### src/rtl/stat_bank_pkg.sv
package stat_bank_pkg;
  localparam int IDX_W          = 7;
  localparam int NUM_PORTS      = 8;
  localparam int NUM_PROC       = 2;
  localparam int NUM_DROPS      = 5;
  localparam int IDX_LINK_RX    = 0;
  localparam int IDX_PORT_RX    = 4;
  localparam int IDX_LINK_TX    = 16;
  localparam int IDX_PORT_TX    = 20;
  localparam int IDX_DROP       = 64;
  // one direction: line + ports + processor pair
  localparam int SLOTS_PER_DIR  = 1 + NUM_PORTS + NUM_PROC;
  localparam int NUM_SLOTS      = 2 * SLOTS_PER_DIR + NUM_DROPS;
  localparam int SLOT_W         = $clog2(NUM_SLOTS);

  typedef struct packed {
    logic              hit;
    logic [SLOT_W-1:0] slot;
  } slot_sel_t;

  function automatic slot_sel_t map_index(input logic [IDX_W-1:0] idx);
    slot_sel_t r;
    int ix;
    int s;
    ix = int'(idx);
    s  = 0;
    r.hit = 1'b1;
    if (ix == IDX_LINK_RX)
      s = 0;
    else if (ix >= IDX_PORT_RX && ix < IDX_PORT_RX + NUM_PORTS + NUM_PROC)
      s = ix - IDX_PORT_RX + 1;
    else if (ix == IDX_LINK_TX)
      s = SLOTS_PER_DIR;
    else if (ix >= IDX_PORT_TX && ix < IDX_PORT_TX + NUM_PORTS + NUM_PROC)
      s = ix - IDX_PORT_TX + SLOTS_PER_DIR + 1;
    else if (ix >= IDX_DROP && ix < IDX_DROP + NUM_DROPS)
      s = ix - IDX_DROP + 2 * SLOTS_PER_DIR;
    else
      r.hit = 1'b0;
    r.slot = SLOT_W'(s);
    return r;
  endfunction
endpackage

### src/rtl/stat_counter.sv
module stat_counter #(
  parameter int W = 32
) (
  input  logic         clk,
  input  logic         rst,
  input  logic         inc,
  output logic [W-1:0] cnt
);
  always_ff @(posedge clk) begin
    if (rst) cnt <= '0;
    else if (inc) cnt <= cnt + W'(1);
  end

  // any change is a single modular step
  p_single_step_r8: assert property (@(posedge clk) disable iff (rst)
    (cnt != $past(cnt)) |-> (cnt == $past(cnt) + W'(1)));
endmodule

### src/rtl/stat_timebase.sv
module stat_timebase #(
  parameter int W = 32
) (
  input  logic         clk,
  input  logic         rst,
  output logic [W-1:0] now
);
  always_ff @(posedge clk) begin
    if (rst) now <= '0;
    else now <= now + W'(1);
  end
endmodule

### src/rtl/stat_index_decode.sv
module stat_index_decode
  import stat_bank_pkg::*;
(
  input  logic [IDX_W-1:0]  index,
  output logic              hit,
  output logic [SLOT_W-1:0] slot
);
  slot_sel_t sel;
  always_comb begin
    sel  = map_index(index);
    hit  = sel.hit;
    slot = sel.slot;
  end
endmodule

### src/rtl/stat_read_port.sv
module stat_read_port #(
  parameter int CNT_W = 32,
  parameter int TS_W  = 32
) (
  input  logic             clk,
  input  logic             rst,
  input  logic             req_valid,
  output logic             req_ready,
  input  logic             sel_hit,
  input  logic [CNT_W-1:0] sel_count,
  input  logic [TS_W-1:0]  stamp_now,
  output logic             rsp_valid,
  input  logic             rsp_ready,
  output logic [CNT_W-1:0] rsp_count,
  output logic [TS_W-1:0]  rsp_stamp,
  output logic             rsp_err
);
  logic take;

  assign req_ready = !rsp_valid || rsp_ready;
  assign take      = req_valid && req_ready;

  always_ff @(posedge clk) begin
    if (rst) begin
      rsp_valid <= 1'b0;
      rsp_count <= '0;
      rsp_stamp <= '0;
      rsp_err   <= 1'b0;
    end else if (take) begin
      rsp_valid <= 1'b1;
      rsp_count <= sel_hit ? sel_count : '0;
      rsp_stamp <= stamp_now;
      rsp_err   <= !sel_hit;
    end else if (rsp_ready) begin
      rsp_valid <= 1'b0;
    end
  end

  // a stalled response holds every field
  p_hold_stable_r7: assert property (@(posedge clk) disable iff (rst)
    (rsp_valid && !rsp_ready) |=> (rsp_valid && $stable(rsp_count) &&
                                   $stable(rsp_stamp) && $stable(rsp_err)));
  // no request taken while the response is stalled
  p_no_take_stalled_r7: assert property (@(posedge clk) disable iff (rst)
    (rsp_valid && !rsp_ready) |-> !req_ready);
  // an error response never carries a count
  p_err_zero_r6: assert property (@(posedge clk) disable iff (rst)
    (rsp_valid && rsp_err) |-> (rsp_count == '0));
  // stamp and count come from the acceptance cycle
  p_stamp_coherent_r3: assert property (@(posedge clk) disable iff (rst)
    take |=> (rsp_valid && rsp_stamp == $past(stamp_now) &&
              rsp_count == ($past(sel_hit) ? $past(sel_count) : '0)));
endmodule

### src/rtl/stat_bank.sv
module stat_bank
  import stat_bank_pkg::*;
#(
  parameter int CNT_W = 32,
  parameter int TS_W  = 32
) (
  input  logic                 clk,
  input  logic                 rst,
  input  logic                 ev_link_rx,
  input  logic [NUM_PORTS-1:0] ev_port_rx,
  input  logic [NUM_PROC-1:0]  ev_proc_rx,
  input  logic                 ev_link_tx,
  input  logic [NUM_PORTS-1:0] ev_port_tx,
  input  logic [NUM_PROC-1:0]  ev_proc_tx,
  input  logic [NUM_DROPS-1:0] ev_drop,
  input  logic                 req_valid,
  output logic                 req_ready,
  input  logic [IDX_W-1:0]     req_index,
  output logic                 rsp_valid,
  input  logic                 rsp_ready,
  output logic [CNT_W-1:0]     rsp_count,
  output logic [TS_W-1:0]      rsp_stamp,
  output logic                 rsp_err
);
  // slot order follows the index map: inbound, outbound, drops
  logic [NUM_SLOTS-1:0] evt_vec;
  logic [CNT_W-1:0]     cnt_arr [NUM_SLOTS];
  logic [CNT_W-1:0]     sel_count;
  logic [TS_W-1:0]      stamp_now;
  logic                 sel_hit;
  logic [SLOT_W-1:0]    sel_slot;

  assign evt_vec = {ev_drop, ev_proc_tx, ev_port_tx, ev_link_tx,
                    ev_proc_rx, ev_port_rx, ev_link_rx};

  for (genvar g = 0; g < NUM_SLOTS; g++) begin : g_cnt
    stat_counter #(.W(CNT_W)) i_cnt (
      .clk (clk),
      .rst (rst),
      .inc (evt_vec[g]),
      .cnt (cnt_arr[g])
    );
  end

  stat_timebase #(.W(TS_W)) i_time (
    .clk (clk),
    .rst (rst),
    .now (stamp_now)
  );

  stat_index_decode i_dec (
    .index (req_index),
    .hit   (sel_hit),
    .slot  (sel_slot)
  );

  assign sel_count = (int'(sel_slot) < NUM_SLOTS) ? cnt_arr[sel_slot] : '0;

  stat_read_port #(.CNT_W(CNT_W), .TS_W(TS_W)) i_rd (
    .clk       (clk),
    .rst       (rst),
    .req_valid (req_valid),
    .req_ready (req_ready),
    .sel_hit   (sel_hit),
    .sel_count (sel_count),
    .stamp_now (stamp_now),
    .rsp_valid (rsp_valid),
    .rsp_ready (rsp_ready),
    .rsp_count (rsp_count),
    .rsp_stamp (rsp_stamp),
    .rsp_err   (rsp_err)
  );

  // every strobed counter moves in the same edge
  p_all_strobes_r5: assert property (@(posedge clk) disable iff (rst)
    (evt_vec[0] && evt_vec[NUM_SLOTS-1]) |=>
      (cnt_arr[0] == $past(cnt_arr[0]) + CNT_W'(1) &&
       cnt_arr[NUM_SLOTS-1] == $past(cnt_arr[NUM_SLOTS-1]) + CNT_W'(1)));
endmodule

### config.mk
export PLATFORM = sky130hd
export DESIGN_NAME = stat_bank
export DESIGN_NICKNAME = d
export VERILOG_FILES = /design/src/rtl/stat_bank_pkg.sv /design/src/rtl/stat_counter.sv /design/src/rtl/stat_timebase.sv /design/src/rtl/stat_index_decode.sv /design/src/rtl/stat_read_port.sv /design/src/rtl/stat_bank.sv
export SDC_FILE = /design/constraint.sdc
export NUM_CORES = 2
export LEC_CHECK = 0
export CORE_MARGIN = 2
export CORE_UTILIZATION = 50
export CTS_CLUSTER_DIAMETER = 100
export DETAILED_ROUTE_END_ITERATION = 6
export DONT_BUFFER_PORTS = 1
export PLACE_DENSITY_LB_ADDON = 0.1
export SYNTH_ARGS = -nofsm -noshare
export SYNTH_HDL_FRONTEND = slang
export SYNTH_HIERARCHICAL = 1
export SYNTH_SLANG_ARGS = --single-unit
export TNS_END_PERCENT = 5
### constraint.sdc
create_clock -name clk -period 2.61 [get_ports clk]
set_input_delay 0.1305 -clock clk [delete_from_list [all_inputs] [get_ports clk]]
set_output_delay 0.1305 -clock clk [all_outputs]
set_load 0.01 [all_outputs]
### Yosys cells after proc, flatten, opt, wreduce, memory -nomap -nowiden

Index checks and enable logic that the tools add are counted.

* reductions and logical operators: 9
* div/mod/pow operators: 0
* $mul: 0
* shift-type cells: 0
* equality and inequality tests: 1
* muxes and demuxes: 17
* $lt $le $gt $ge: 8
* add/subtract/negate cells: 35
* bitwise gates (word level): 1

Operators by type and width (number)
* 32-bit by 1-bit adder with 32-bit output, second input constant: 28
* 32-bit binary-select mux with 5-bit select: 1
* 32-bit 2-to-1 mux: 4
* 5-bit 2-to-1 mux: 5
* 5-bit by 2-bit adder with 5-bit output, second input constant: 2
* 5-bit adder, second input constant: 2
* 7-bit by 6-bit equality test with 1-bit output, second input constant: 1
* 7-bit by 3-bit greater-or-equal comparator with 1-bit output, second input constant: 1
* 7-bit by 5-bit greater-or-equal comparator with 1-bit output, second input constant: 1
* 7-bit greater-or-equal comparator, second input constant: 1
* 7-bit logical NOT: 1
* 7-bit by 4-bit less-than comparator with 1-bit output, second input constant: 1
* 7-bit by 5-bit less-than comparator with 1-bit output, second input constant: 1
* 7-bit less-than comparator, second input constant: 1
* 1-bit 2-to-1 mux: 7
* 6-bit greater-or-equal comparator, second input constant: 1
* 5-bit NOT with 6-bit output: 1
* 5-bit less-than comparator, second input constant: 1
* 5-bit by 1-bit subtractor with 5-bit output, second input constant: 1
* 5-bit by 3-bit subtractor with 5-bit output, second input constant: 1
* 5-bit subtractor, second input constant: 1
* 1-bit logical AND: 4
* 1-bit logical NOT: 2
* 2-bit nonzero test: 1
* 1-bit logical OR: 1

* memory bits (writable): 0
* bits in latches: 0
* input bits: 38
* ROM bits: 0
* output and inout bits: 67
* bits in registers: 962
* memories kept: 0

### Logic depth before layout (Yosys ltp)

* depth in word-level cells: 13
* depth in mapped cells: 17

### By module

The synthesis kept the hierarchy.

Modules (own cells, without submodules)
* stat_counter: cells each 181, area each 1564.0 um^2, instances 27, seq. area each 640.6 um^2
* stat_bank: cells each 1019, area each 7621.1 um^2, instances 1, seq. area each 0.0 um^2
* stat_read_port: cells each 303, area each 2630.0 um^2, instances 1, seq. area each 1321.3 um^2
* stat_timebase: cells each 168, area each 1475.2 um^2, instances 1, seq. area each 640.6 um^2
* stat_index_decode: cells each 65, area each 480.5 um^2, instances 1, seq. area each 0.0 um^2

### Worst setup path before layout

No wires, ideal clock.

* path type: input port to flip-flop
* start point: input req_index[2]
* end point: register i_rd.rsp_count[29]
* library setup time: 70 ps
* data arrival time: 2382 ps
* stages on the path: 15
* required time: 2540 ps
* path buffers: 4
* path slack: 158 ps
* path through: buf_2 -> and4bb_1 -> a221o_1 -> and3_4 -> a21oi_1 -> a22oi_1 -> buf_4 -> and2_1 -> buf_2 -> buf_2 -> a22oi_1 -> nand3_1 -> nand4_1 -> nand4_1 -> a21oi_1

* word-level cells in the longest chain between the ends: 13
* elaborated cells between the ends (all ways): 35

RTL lines
* start, declared: RTL line stat_bank.sv:18 `input logic [IDX_W-1:0] req_index,`
* 7-bit greater-or-equal comparator or 7-bit less-than comparator (tied branches): RTL line stat_bank_pkg.sv:36 `else if (ix >= IDX_DROP && ix < IDX_DROP + NUM_DROPS)`
* 1-bit logical AND: RTL line stat_bank_pkg.sv:36
* 5-bit 2-to-1 mux: RTL line stat_bank_pkg.sv:36
* 5-bit 2-to-1 mux: RTL line stat_bank_pkg.sv:34 `else if (ix >= IDX_PORT_TX && ix < IDX_PORT_TX + NUM_PORTS + NUM_PROC)`
* 5-bit 2-to-1 mux: RTL line stat_bank_pkg.sv:32 `else if (ix == IDX_LINK_TX)`
* 5-bit 2-to-1 mux: RTL line stat_bank_pkg.sv:30 `else if (ix >= IDX_PORT_RX && ix < IDX_PORT_RX + NUM_PORTS + NUM_PROC)`
* 5-bit 2-to-1 mux *: RTL line stat_bank_pkg.sv:28 `if (ix == IDX_LINK_RX)`
* net sel_slot[1]: RTL line stat_bank.sv:31 `logic [SLOT_W-1:0] sel_slot;`
* 5-bit NOT with 6-bit output (implied by the code): RTL line stat_bank.sv:57 `assign sel_count = (int'(sel_slot) < NUM_SLOTS) ? cnt_arr[sel_slot] : '0;`
* 32-bit binary-select mux with 5-bit select: RTL line stat_bank.sv:57
* 32-bit 2-to-1 mux (implied by the code) (2 in series): RTL line stat_bank.sv:57
* 32-bit 2-to-1 mux *: RTL line stat_bank.sv:57
* net sel_count[29]: RTL line stat_bank.sv:28 `logic [CNT_W-1:0] sel_count;`
* 32-bit 2-to-1 mux *: RTL line stat_read_port.sv:31 `rsp_count <= sel_hit ? sel_count : '0;`
* end signal, assigned: RTL line stat_read_port.sv:31
* end, declared: RTL line stat_read_port.sv:14 `output logic [CNT_W-1:0] rsp_count,`

The timed path passes the listed nets; every way through them passes the cells marked *. The select of a mux whose other input is x is not followed.
A chain may end at the register's enable or synchronous reset.

==> qor.yml <==
status:
  status: "finished with violations"
  violations: "max-slew violations, negative setup slack"
critical_path:
  critical_path_class: "in2reg"
  cp_data_required_time_ns: 3.25
  crit_fanout: 1023
  end_kind: "register"
  start_kind: "input port"
  cp.arrival_ns: 6.58
timing:
  min_period_ns: 5.94
  fmax_mhz: 168
  hold_viol: 0
  hold_ws_ns: 0.179
  post-route-period-util_pct: 228
  fin_ws_ns: -3.33
  rsz0062_at_grt: "yes"
  setup_viol: 622
  slew_viol_final: 984
  skew_ns: 0.0149
  worst_pin_slew_ns: 7.88
  slew_headroom_pct: -425
synthesis:
  synth_top_area_share_pct: 35.4
  synth_cells: 6442
  yosysMostFrequentCell: "dfxtp_1"
  yosysWarningCount: 6
  synth.avg_cell_area_um2: 8.45
  netlist_area_mm2: 0.0544
  synth_nets: 6518
  yosys_register_bits: 962
  synth_top_area_cell: "dfxtp_1"
  synth-edff-count: 0
  synth_cell_types: 64
  yosys-top-cells-count: "962 x dfxtp_1, 755 x nor2_1, 443 x mux2i_1, 380 x nand3_1"
  async_flop_share_pct: 0
  synth_ff_type: "dfxtp_1"
  netlist_top_cells_area: "dfxtp_1 35%, mux2i_1 8.1%, nor2_1 5.2%, mux2_2 5.1%, xor2_1 4.0%"
  seq_area_frac_synth_pct: 35.4
pwr:
  p_int_mw: 25.4
  vdd_drop_max_mv: 0.706
  switching_share_pct: 23.9
  power_density_mw_per_mm2: 488
  pwr-share-seq_pct: 44.8
  p_switching_mw: 7.96
  p_leak_nw: 26.2
  combPwrFrac_pct: 7.8
  power_frac_clock_pct: 47.4
clocking:
  htreeDepth: 3
  clock_path_buffers: 3
  cts_tree: "done"
  clock_sinks: 962
  clk_pin_slew_ns: 0.06
  root_buffer: "clkbuf_16"
  insertion_delay_ns: 0.70
  cts_made_buffers: 110
drt:
  dr.pass1.iters: 6
  vias: 51200
  drc: 0
  drtIter0Drc: 4776
  ant_nets: 0
  wire_per_inst_um: 20.5
  drt_wl_total_um: 179000
  via_per_inst: 5.87
die:
  die_w_um: 334
  dieArea_mm2: 0.112
  design.core.area_mm2: 0.108
  row_count: 121
  ios: 105
  start_util_pct: 50.2
  die_y_um: 334
placement:
  gp_congestion: 1.03
  hpwlAfterDp_um: 122000
  placed_cells: 7758
  io_buffers: 0
global_routing:
  grt_pass1_wl_um: 278000
  grt_max_degree: 1024
  grt_usage_pct: 31.2
  antenna_found_initial: 4
  globalRouteOverflowTotal: 0
  first_global_vias: 48000
final_layout:
  area_growth_pct: 25.5
  final_cells: 8725
  drive_gt1_share_pct: 13.0
  final_net_count: 7304
flow_run:
  cap_violations: 0
hold_path:
  hold_class: "in2reg"
what timing repair did:
item / in CTS / in global routing
gates resized for setup: 1 / 31
hold buffers: 764 / 0
setup buffers: 0 / 8
pin swaps: 0 / 13
gates cloned: 0 / 0
hold endpoints to repair: 779 / 0
setup endpoints to repair: 1 / 111
stage by stage:
stage               util (%)  area (um^2)   TNS, ns  worst slack, ns  total power, mW
floorplan                  -        54400         0            0.158             16.9
global placement        52.4        56800    -20.15           -0.760             17.3
detailed placement      52.4        56800    -20.09           -0.764             17.4
CTS                     62.9        68200         0           0.0116             33.5
global route            63.0        68300     -5.72           -0.177             34.3
finish                  63.0        68300  -1061.61            -3.33             33.3
final cells by class:
cell class                      instances  area, um^2
Fill cell                            9471       40100
Multi-Input combinational cell       4931       32500
Sequential cell                       962       19300
Timing Repair Buffer                 1103       10600
Clock buffer                          158        3260
Tap cell                             1414        1770
Inverter                              120         453
Clock inverter                         36         398
Antenna cell                            1        2.50
power by group through the flow:
| stage | clock [mW] | sequential, mW | combinational (mW) |
|---|---|---|---|
| after floorplan | 0 | 15.2 | 1.64 |
| after global placement | 0 | 15.3 | 2.07 |
| after detailed placement | 0 | 15.3 | 2.09 |
| after CTS | 16.1 | 14.9 | 2.47 |
| after global routing | 16.6 | 15.0 | 2.69 |
| final | 15.8 | 15.0 | 2.60 |
state kept, by name, indices dropped and copies added (netlist names):
register,count
g_cnt.i_cnt/cnt,864
i_rd/rsp_count,32
i_rd/rsp_stamp,32
i_time/now,32
i_rd/rsp_err,1
i_rd/rsp_valid,1
logic make-up after synthesis:
logic type | Yosys count | share of synthesized area [%]
AOI/OAI and AO/OA | 788 | 8.37
xor gates and xnor gates | 361 | 5.81
adders and majority gates | 38 | 0.873
buffers and inverters | 549 | 5.06
DFF | 962 | 35.4
muxes | 744 | 14.4
and+or+nand+nor | 3000 | 30.1
layout by cell type, fill, tap and decap left out, types with 114 or more instances in the layout:
cell type	n
o21ai_0	157
a21oi_1	340
a22oi_1	128
xor2_1	247
nand3_1	377
dlygate4sd3_1	760
nor2_1	753
dfxtp_1	948
buf_4	308
inv_1	117
mux2_2	246
or3_1	115
nand4_1	340
mux2i_1	439
xnor2_1	114
nor3_1	272
nand2_1	325
nor2b_1	276
path summary, 6_finish.rpt:
path | start | to | slack (ns) | depth (start not counted)
max reg2reg | g_cnt[21].i_cnt/cnt[2] | g_cnt[21].i_cnt/cnt[23] | -0.11 | 5
max | rst | g_cnt[9].i_cnt/cnt[26] | -3.33 | 4
min | rsp_ready | i_rd/rsp_count[28] | 0.18 | 4
min reg2reg | i_time/now[28] | i_time/now[28] | 0.51 | 2
worst max-delay path, stage by stage:
cell           delay, ns
nor2_1              1.41
dlygate4sd3_1       0.67
mux2_1              0.13
dlygate4sd3_1       0.54
metal layers:
layer	track usage, %	vias up	part of all wire, %
li1	-	24700	-
met1	43.2	24700	45
met2	46.6	1535	43
met3	7.45	310	8.2
met4	12.0	8	4.1
met5	0	-	0.034
(Power assumes the default switching activity.)
